File: src/rtl/imgsel_pkg.sv
package imgsel_pkg;
  localparam int CTRL_W     = 21;
  localparam int CAUSE_W    = 5;
  localparam int PAGE_W     = 7;
  localparam int PIN_W      = 3;
  localparam int WDT_W      = 12;
  localparam int ADDR_W     = 24;
  localparam int ADDR_SHIFT = 16;

  localparam int APP_POS     = 0;
  localparam int PAGE_LO_POS = 1;
  localparam int PAGE_HI_POS = PAGE_LO_POS + PIN_W;
  localparam int PAGE_HI_W   = PAGE_W - PIN_W;
  localparam int WDEN_POS    = PAGE_LO_POS + PAGE_W;
  localparam int WDT_POS     = WDEN_POS + 1;
  localparam int ADDR_PAD_W  = ADDR_W - PAGE_W - ADDR_SHIFT;

  localparam int C_CRC  = 0;
  localparam int C_STAT = 1;
  localparam int C_CORE = 2;
  localparam int C_XRST = 3;
  localparam int C_WDOG = 4;

  localparam int PRIO [CAUSE_W] = '{C_XRST, C_STAT, C_CRC, C_WDOG, C_CORE};

  typedef logic [CTRL_W-1:0]  ctrl_word_t;
  typedef logic [CAUSE_W-1:0] cause_vec_t;

  typedef enum logic [1:0] {ST_BOOT, ST_KICK, ST_WAIT, ST_RUN} seq_state_t;

  function automatic ctrl_word_t local_app_word();
    ctrl_word_t w;
    w = '0;
    w[APP_POS] = 1'b1;
    w[PAGE_LO_POS] = 1'b1;
    return w;
  endfunction
endpackage

File: src/rtl/imgsel_arb.sv
module imgsel_arb
  import imgsel_pkg::*;
(
  input  cause_vec_t req,
  output cause_vec_t grant,
  output logic       any_req
);
  always_comb begin
    logic found;
    grant = '0;
    found = 1'b0;
    for (int i = 0; i < CAUSE_W; i++) begin
      if (!found && req[PRIO[i]]) begin
        grant[PRIO[i]] = 1'b1;
        found = 1'b1;
      end
    end
    any_req = |req;
  end
endmodule

File: src/rtl/imgsel_next.sv
module imgsel_next
  import imgsel_pkg::*;
(
  input  logic       remote_mode,
  input  cause_vec_t grant,
  input  ctrl_word_t upd_word,
  output ctrl_word_t next_word
);
  always_comb begin
    next_word = '0;
    if (remote_mode) begin
      if (grant[C_CORE]) next_word = upd_word;
    end else if (grant[C_XRST] || grant[C_CORE]) begin
      next_word = local_app_word();
    end
  end
endmodule

File: src/rtl/imgsel_seq.sv
module imgsel_seq
  import imgsel_pkg::*;
(
  input  logic clk,
  input  logic rst_n,
  input  logic any_req,
  input  logic load_done,
  output logic load_start,
  output logic loading,
  output logic accept
);
  seq_state_t st;

  always_ff @(posedge clk) begin
    if (!rst_n) begin
      st <= ST_BOOT;
    end else begin
      unique case (st)
        ST_BOOT: st <= ST_KICK;
        ST_KICK: st <= ST_WAIT;
        ST_WAIT: if (load_done) st <= ST_RUN;
        ST_RUN:  if (any_req) st <= ST_KICK;
        default: st <= ST_BOOT;
      endcase
    end
  end

  assign load_start = (st == ST_KICK);
  assign loading    = (st != ST_RUN);
  assign accept     = (st == ST_RUN) && any_req;

  AST_START_PULSE: assert property (@(posedge clk) disable iff (!rst_n)
    load_start |=> !load_start);
  AST_START_BUSY: assert property (@(posedge clk) disable iff (!rst_n)
    load_start |=> loading);
endmodule

File: src/rtl/imgsel_ctrl.sv
module imgsel_ctrl
  import imgsel_pkg::*;
(
  input  logic              clk,
  input  logic              rst_n,
  input  logic              remote_mode,
  input  logic              trig_ext_rst,
  input  logic              trig_stat_err,
  input  logic              trig_crc_err,
  input  logic              trig_core_req,
  input  logic              trig_wdog_to,
  input  logic [CTRL_W-1:0] upd_word,
  input  logic              load_done,
  output logic [CTRL_W-1:0] ctrl_word,
  output logic [CAUSE_W-1:0] status_cause,
  output logic [PIN_W-1:0]  page_sel,
  output logic [ADDR_W-1:0] flash_start_addr,
  output logic              wdog_en,
  output logic [WDT_W-1:0]  wdog_limit,
  output logic              load_start,
  output logic              loading
);
  cause_vec_t req, grant;
  logic       any_req, accept;
  ctrl_word_t next_word, ctrl_q;
  cause_vec_t status_q;
  logic [PAGE_W-1:0] page_full;

  always_comb begin
    req = '0;
    req[C_CRC]  = trig_crc_err;
    req[C_STAT] = trig_stat_err;
    req[C_CORE] = trig_core_req;
    req[C_XRST] = trig_ext_rst;
    req[C_WDOG] = trig_wdog_to;
  end

  imgsel_arb u_arb (
    .req     (req),
    .grant   (grant),
    .any_req (any_req)
  );

  imgsel_next u_next (
    .remote_mode (remote_mode),
    .grant       (grant),
    .upd_word    (upd_word),
    .next_word   (next_word)
  );

  imgsel_seq u_seq (
    .clk        (clk),
    .rst_n      (rst_n),
    .any_req    (any_req),
    .load_done  (load_done),
    .load_start (load_start),
    .loading    (loading),
    .accept     (accept)
  );

  always_ff @(posedge clk) begin
    if (!rst_n) begin
      ctrl_q   <= remote_mode ? '0 : local_app_word();
      status_q <= '0;
    end else if (accept) begin
      ctrl_q   <= next_word;
      status_q <= grant;
    end
  end

  assign page_full        = {ctrl_q[PAGE_HI_POS +: PAGE_HI_W], ctrl_q[PAGE_LO_POS +: PIN_W]};
  assign ctrl_word        = ctrl_q;
  assign status_cause     = status_q;
  assign page_sel         = ctrl_q[PAGE_LO_POS +: PIN_W];
  assign flash_start_addr = {{ADDR_PAD_W{1'b0}}, page_full, {ADDR_SHIFT{1'b0}}};
  assign wdog_en          = remote_mode & ctrl_q[WDEN_POS];
  assign wdog_limit       = ctrl_q[WDT_POS +: WDT_W];

  AST_STATUS_ONEHOT0: assert property (@(posedge clk) disable iff (!rst_n)
    $onehot0(status_q));
  AST_CAUSE_WRITTEN: assert property (@(posedge clk) disable iff (!rst_n)
    accept |=> $onehot(status_q));
  AST_XRST_WINS: assert property (@(posedge clk) disable iff (!rst_n)
    (accept && trig_ext_rst) |=> status_q[C_XRST]);
  AST_REMOTE_CLEAR: assert property (@(posedge clk) disable iff (!rst_n)
    (accept && remote_mode && !trig_core_req) |=> (ctrl_q == '0));
  AST_REMOTE_COPY: assert property (@(posedge clk) disable iff (!rst_n)
    (accept && remote_mode && (req == (1 << C_CORE))) |=> (ctrl_q == $past(upd_word)));
  AST_LOCAL_FIXED: assert property (@(posedge clk) disable iff (!rst_n)
    (accept && !remote_mode) |=> (ctrl_q == '0 || ctrl_q == local_app_word()));
  AST_BUSY_FREEZE: assert property (@(posedge clk) disable iff (!rst_n)
    loading |=> ($stable(ctrl_q) && $stable(status_q)));
  AST_UPDATE_KICKS: assert property (@(posedge clk) disable iff (!rst_n)
    accept |=> load_start);
endmodule

File: config.mk
export PLATFORM = sky130hd
export DESIGN_NAME = imgsel_ctrl
export DESIGN_NICKNAME = d
export VERILOG_FILES = /design/src/rtl/imgsel_pkg.sv /design/src/rtl/imgsel_arb.sv /design/src/rtl/imgsel_next.sv /design/src/rtl/imgsel_seq.sv /design/src/rtl/imgsel_ctrl.sv
export SDC_FILE = /design/constraint.sdc
export NUM_CORES = 1
export LEC_CHECK = 0
export ABC_CLOCK_PERIOD_IN_PS = 5260
export CAP_MARGIN = 40
export CORE_UTILIZATION = 40
export DETAILED_ROUTE_END_ITERATION = 16
export GPL_TIMING_DRIVEN = 0
export MAX_ROUTING_LAYER = met4
export PLACE_DENSITY_LB_ADDON = 0.3
export SLEW_MARGIN = 20
export SYNTH_ARGS = -nofsm -noshare
export SYNTH_HDL_FRONTEND = slang
export SYNTH_SLANG_ARGS = --single-unit
File: constraint.sdc
create_clock -name clk -period 5.26 [get_ports clk]
set_clock_uncertainty 0.1 [all_clocks]
set_input_delay 0.789 -clock clk [delete_from_list [all_inputs] [get_ports clk]]
set_output_delay 0.789 -clock clk [all_outputs]
set_load 0.02 [all_outputs]
==> metrics.md, run 1 <==
| Metric | Value |
|---|---|
| Sink Count | 28 |
| Die footprint | 0.00422 mm² |
| Final min period | 2.97 ns |
| Initial core utilization | 0.426 |
| Pin count of the biggest net entering global routing | 22 |
| Overall die height | 64.9 µm |
| Cts hold-fix bufs | 0 |
| Wire length on met2 | 1580 µm |
| DIE WIDTH | 64.9 µm |
| Cell area after layout | 0.00259 mm² |
| Total Power Consumption | 0.000681 W |
| Vias in the first global route | 1,056 |
| Fraction of layout cells with a size suffix above 1 | 0.279 |
| RSZ-0062 raised after global routing | false |
| Most common cell after layout, fill and taps aside | clkdlybuf4s50_1 |
| Post-CTS setup buffer count | 0 |
| Top-Level Pins | 98 |
| Setup crit start kind | input port |
| Final Hold Vio Count | 0 |
| Post-synthesis cell count | 139 |
| Resized cells post-CTS | 0 |
| Critical path class | input port to output port |
| Max Slew Vio Count | 0 |
| DRC | 0 |
| Setup tns final | 0 ns |
| Detailed Route WL | 3100 µm |
| Hold Path Depth | 2 |
| Post-route ant nets | 0 |
| R2r endpoint | ctrl_word[12]$_SDFFCE_PN0P_ |
| Max layer used | met3 |
| Core box area | 0.00372 mm² |
| Synthesized area per cell | 11.4 µm² |
| Critical R2R Launch | u_seq.st[0]$_SDFFE_PN0P_ |
| Most frequent cells in the layout | clkdlybuf4s50_1, buf_4, edfxtp_1, conb_1, and2_2 |
| CP Data Arrival Time | 2.08 ns |
| Synth Warn # | 0 |
| P&R area growth vs syn | 63.6% |
| # Max-Cap Violations | 0 |
| Diode count | 0 |
| VDD IR-drop max | 0.126 mV |
| Site Rows | 22 |
| HP Start | status_cause[0]$_SDFFE_PN0P_ |
| CTS tree | done |
| Routed vias/inst | 4.22 |
| Worst Hold Class | flip-flop to flip-flop |
| Cells on worst reg2reg path | 4 |
| Worst Path Max Fanout | 5 |
| R2R Setup Slk | 3.55 ns |
| Mapped cell area | 0.00158 mm² |
| Outcome | completed |
| Register area share after synthesis | 0.487 |
| Lkg Pwr | 1.10 nW |
| Number of buffers created by CTS | 3 |
| H-tree Lvls | 1 |
| Achievable Freq | 0.337 GHz |
| Tcrit/Tclk final | 0.565 |
| Clock buffer depth | 2 |
| First-pass GRT wire length | 4910 µm |
| Initial DRT Pass Iterations | 4 |
| Clock-pin slew on the worst setup and hold paths | 0.10 ns |
| GR Overflow Total | 0 |
| Post-synth cell types | 31 |
| Via count | 1,216 |
| PnR worst setup slack | 2.29 ns |
| CP Capture Type | output port |
| Routability cong. | 0.718 |
| Port-buffer cells | 80 |
| Pwr Density | 263 mW/mm² |
| Later-pin clock latency in the skew report | 0.27 ns |
| Metal3 WL | 253 µm |
| Dpl hpwl | 2530 µm |
| WP data required | 4.37 ns |
| Initial antenna violation count | 0 |
| # setup viols final | 0 |
| Layout Nets | 275 |
| Root Buffer | clkbuf_8 |
| Gr usage total | 0.153 |
| Met1 wire length | 1260 µm |
| #FFs+latches synth | 28 |
| DP Worst Slack | 2.29 ns |
| Final Util | 0.697 |
| Initial DRC count | 31 |
| DR WL/cell | 10.8 µm |
| Placement Cell Area | 0.00250 mm² |
| WHS Endpoint | status_cause[0]$_SDFFE_PN0P_ |
where the power goes:
| group | leakage (nW) | total [W] | switching [W] | internal [W] |
|---|---|---|---|---|
| Combinational | 0.791 | 0.000236 | 0.000113 | 0.000123 |
| Clock | 0.0357 | 0.000169 | 0.0000676 | 0.000102 |
| Sequential | 0.275 | 0.000276 | 0.0000139 | 0.000262 |
| Total | 1.10 | 0.000681 | 0.000194 | 0.000487 |
Yosys cell counts (all sizes together):
library cell / number / area share
buf: 41 / 0.20
and2: 20 / 0.099
nand2: 3 / 0.0071
nor2: 3 / 0.0071
a21boi: 2 / 0.0095
a21oi: 4 / 0.013
nor2b: 3 / 0.012
a211oi: 4 / 0.019
and4: 1 / 0.0055
a32oi: 1 / 0.0055
conb: 1 / 0.0024
or2: 1 / 0.0040
o21ai: 2 / 0.0063
clkbuf: 1 / 0.0024
a31oi: 1 / 0.0040
nor3: 3 / 0.017
o41ai: 1 / 0.0055
and4bb: 1 / 0.0079
ha: 4 / 0.032
a21o: 2 / 0.0095
a311oi: 1 / 0.0055
nor4: 1 / 0.013
inv: 7 / 0.017
dfxtp: 7 / 0.088
edfxtp: 21 / 0.40
nand3: 3 / 0.0095
routing by layer:
layer | track usage | vias to the layer above
li1 | - | 618
met1 | 0.177 | 541
met2 | 0.277 | 57
met3 | 0.0299 | 0
met4 | 0.0250 | 0
met5 | - | -
cells by family (layout without fill, tap and decap cells):
family                     count (synthesis)  in the layout  synth area share
AOI/OAI and AO/OA                         18             18            0.0774
buffers and inverters                     49            134             0.220
adders and majority gates                  4              4            0.0316
DFF                                       28             28             0.487
and+or+nand+nor                           39             39             0.182
other                                      1             17           0.00237
worst max-delay path by stage:
stage / slack [ns] / endpoint / startpoint
2_1_floorplan: 3.36 / ctrl_word[0]$_DFFE_PP_ / rst_n
3_3_place_gp: 2.29 / wdog_en / remote_mode
3_5_place_dp: 2.29 / wdog_en / remote_mode
4_1_cts: 2.29 / wdog_en / remote_mode
5_1_grt: 2.21 / wdog_en / remote_mode
6_report: 2.29 / wdog_en / remote_mode
area by class of cell:
class                      count  area [µm²]
fill                         282        1120
timing repair buffer          81         816
sequential                    28         771
multi-input combinational     78         524
buffer                        42         323
tap                           48        60.1
clock buffer                   3        41.3
clock inverter                 1        30.0
inverter                       7        26.3
metrics by stage:
step	cells	hold WS (ns)
floorplan	155	0.398
global placement	283	0.379
detailed placement	283	0.381
CTS	287	0.398
global route	288	0.441
finish	288	0.394
state kept, by name, summed over array words and instances (netlist names):
signal	flops
ctrl_word	21
u_seq.st	2
status_cause	5
worst max-delay path: stages:
cell	delay [ns]
clkdlybuf4s50_1	0.54
and2_1	0.14
clkdlybuf4s50_1	0.61
Note: power is estimated with default switching activity, not from simulation.
==> run 2, diff against run 1 <==
--- a/config.mk
+++ b/config.mk
@@ -5,9 +5,9 @@
 export SDC_FILE = /design/constraint.sdc
 export NUM_CORES = 1
 export LEC_CHECK = 0
-export ABC_CLOCK_PERIOD_IN_PS = 5260
+export ABC_CLOCK_PERIOD_IN_PS = 2500
 export CAP_MARGIN = 40
-export CORE_UTILIZATION = 40
+export CORE_UTILIZATION = 33
 export DETAILED_ROUTE_END_ITERATION = 16
 export GPL_TIMING_DRIVEN = 0
 export MAX_ROUTING_LAYER = met4
==> constraint.sdc (replaced) <==
create_clock -name clk -period 2.5 [get_ports clk]
set_clock_uncertainty 0.1 [all_clocks]
set_input_delay 0.375 -clock clk [delete_from_list [all_inputs] [get_ports clk]]
set_output_delay 0.375 -clock clk [all_outputs]
set_load 0.02 [all_outputs]
==> run 2 against run 1 <==
The flow now finishes with violations (design-rule violations). Worst setup slack worse by 2.1 ns. Utilization decreased by 12 points. Combinational power increased by 110%. Critical path depth is the same. Sequential power is 110% higher. Clock-buffer cell count grew 1. Sequential share of layout area grew 0.29 points. Largest power group unchanged.
==> metrics.md, run 2 (synthesized netlist as in run 1, its figures left out) <==
| Metric | Value |
|---|---|
| Sink Count | 28 (unchanged) |
| Port-buffer cells | 80 (unchanged) |
| Slowest-stage cell, CP | clkdlybuf4s50_1 |
| Diode count | 0 (unchanged) |
| GR Overflow Total | 0 (unchanged) |
| Initial core utilization | 0.354 (-0.0722) |
| First-pass GRT wire length | 4820 µm (-1.8%) |
| Family with the most delay on the worst path | buffers and inverters |
| Worst Hold Class | flip-flop to flip-flop |
| Final Hold Vio Count | 0 (unchanged) |
| P&R area growth vs syn | 62.0% |
| Non-filler instance count after layout | 291 (+1.0%) |
| Fraction of layout cells with a size suffix above 1 | 0.276 (-0.00302) |
| Met3 Use GR | 0.0253 (-0.00461) |
| Core box area | 0.00447 mm² (+20%) |
| DIE WIDTH | 71.3 µm (+9.8%) |
| Busiest grt layer | met2 |
| Vias in the first global route | 1,042 (-1.3%) |
| Most frequent cells in the layout | clkdlybuf4s50_1, buf_4, edfxtp_1, conb_1, and2_2 |
| Later-pin clock latency in the skew report | 0.27 ns (about the same) |
| WP data required | 2.03 ns (-2.34 ns) |
| CP Capture Type | output port |
| Die footprint | 0.00508 mm² (+21%) |
| Root Buffer | clkbuf_8 |
| Max Slew Vio Count | 0 (unchanged) |
| Most common cell after layout, fill and taps aside | clkdlybuf4s50_1 |
| DR WL/cell | 11.0 µm (+2.1%) |
| Violated checks | design-rule violations |
| Tcrit/Tclk final | 0.905 |
| Initial DRC count | 57 (+84%) |
| Met2 Usage GRT | 0.223 (-0.0541) |
| Initial antenna violation count | 0 (unchanged) |
| Cts hold-fix bufs | 0 (unchanged) |
| Setup crit start kind | flip-flop |
| CTS tree | done |
| Top-Level Pins | 98 (unchanged) |
| H-tree Lvls | 1 (unchanged) |
| Clock-pin slew on the worst setup and hold paths | 0.10 ns (about the same) |
| CP Data Arrival Time | 1.79 ns (-0.29 ns) |
| CP Cell Sequence | ha_1 -> inv_1 -> clkdlybuf4s50_1 |
| Achievable Freq | 0.442 GHz |
| Post-route ant nets | 0 (unchanged) |
| Final min period | 2.26 ns |
| Max reg flops | 21 (unchanged) |
| Pwr Density | 517 mW/mm² (+97%) |
| Number of buffers created by CTS | 3 (unchanged) |
| Site Rows | 24 (+9.1%) |
| Met1 Use GR | 0.143 (-0.0344) |
| Detailed Route WL | 3200 µm (+3.2%) |
| Routed vias/inst | 4.16 (-1.4%) |
| Overall die height | 71.3 µm (+9.8%) |
| Crit path buf inv count | 2 (unchanged) |
| Routability cong. | 0.701 (-2.4%) |
| Clock buffer depth | 2 (unchanged) |
| Via count | 1,211 (-0.41%) |
| DP Cell Count | 288 (+1.8%) |
| Setup tns final | 0 ns (unchanged) |
| # setup viols final | 0 (unchanged) |
| Critical path class | flip-flop to output port |
| Worst Path Max Fanout | 10 (+5) |
| DRC | 9 (+9) |
| Lkg Pwr | 1.09 nW (-1.3%) |
| Layout Nets | 274 (-0.36%) |
| RSZ-0062 raised after global routing | false |
| Pin count of the biggest net entering global routing | 16 (-27%) |
| CP max stage delay | 0.57 ns (-0.04 ns) |
| Outcome | finished with violations |
| Dpl hpwl | 2540 µm (+0.45%) |
| VDD IR-drop max | 0.241 mV (+91%) |
| Gr usage total | 0.124 (-0.0293) |
| Initial DRT Pass Iterations | 10 (+6) |
| # Max-Cap Violations | 0 (unchanged) |
[run 2: changes by cell type in the layout (fill, tap and decap cells not counted), sizes merged]
cell and delta:
bufinv -1
[run 2: what timing repair did]
item / in CTS / in global routing
setup buffers: 0 / 0
gates resized for setup: 0 / 0
hold endpoints to repair: 0 / 0
endpoints found under the setup margin: 0 / 1
[run 2: through the flow]
stage	setup slack [ns]	utilization	hold slack [ns]	total power (W)	cell area (µm²)
2_1_floorplan	0.738	-	0.398	0.000860	1640
3_3_place_gp	0.0303	0.561	0.383	0.00107	2510
3_5_place_dp	0.207	0.564	0.380	0.00109	2520
4_1_cts	0.128	0.574	0.410	0.00134	2570
5_1_grt	0.124	0.574	0.441	0.00139	2570
6_report	0.239	0.574	0.412	0.00133	2570
[run 2: worst reg2reg max path: cells and delay by family, from the launching register on]
kind / cells / cell delay (ns)
compound gates: 1 / 0.42
fa+ha+maj: 1 / 0.38
flops: 1 / 0.40
buf+inv: 1 / 0.22
[run 2: worst paths after layout]
kind / from / end / slack, ns / cells after the start
min: status_cause[4]$_SDFFE_PN0P_ / status_cause[4]$_SDFFE_PN0P_ / 0.41 / 2
max: u_seq.st[0]$_SDFFE_PN0P_ / loading / 0.24 / 3
min reg2reg: status_cause[4]$_SDFFE_PN0P_ / status_cause[4]$_SDFFE_PN0P_ / 0.41 / 2
max reg2reg: u_seq.st[0]$_SDFFE_PN0P_ / ctrl_word[8]$_SDFFCE_PN0P_ / 0.69 / 3
[run 2: report_power, final]
part	internal, W	switching [W]	leakage [nW]
logic	0.000260	0.000239	0.790
clock network	0.000114	0.000136	0.0228
registers	0.000551	0.0000273	0.275
[run 2: layer usage]
metal	vias up	share of wire
met5	-	0
li1	614	-
met4	0	0.0044
met2	61	0.50
met1	534	0.41
met3	2	0.083
[run 2: cell type report]
type                            instances  area [µm²]
Multi-Input combinational cell         78         524
Buffer                                 41         319
Fill cell                             401        1910
Clock buffer                            4        45.0
Tap cell                               52        65.1
Sequential cell                        28         771
Timing Repair Buffer                   81         816
Inverter                                7        26.3
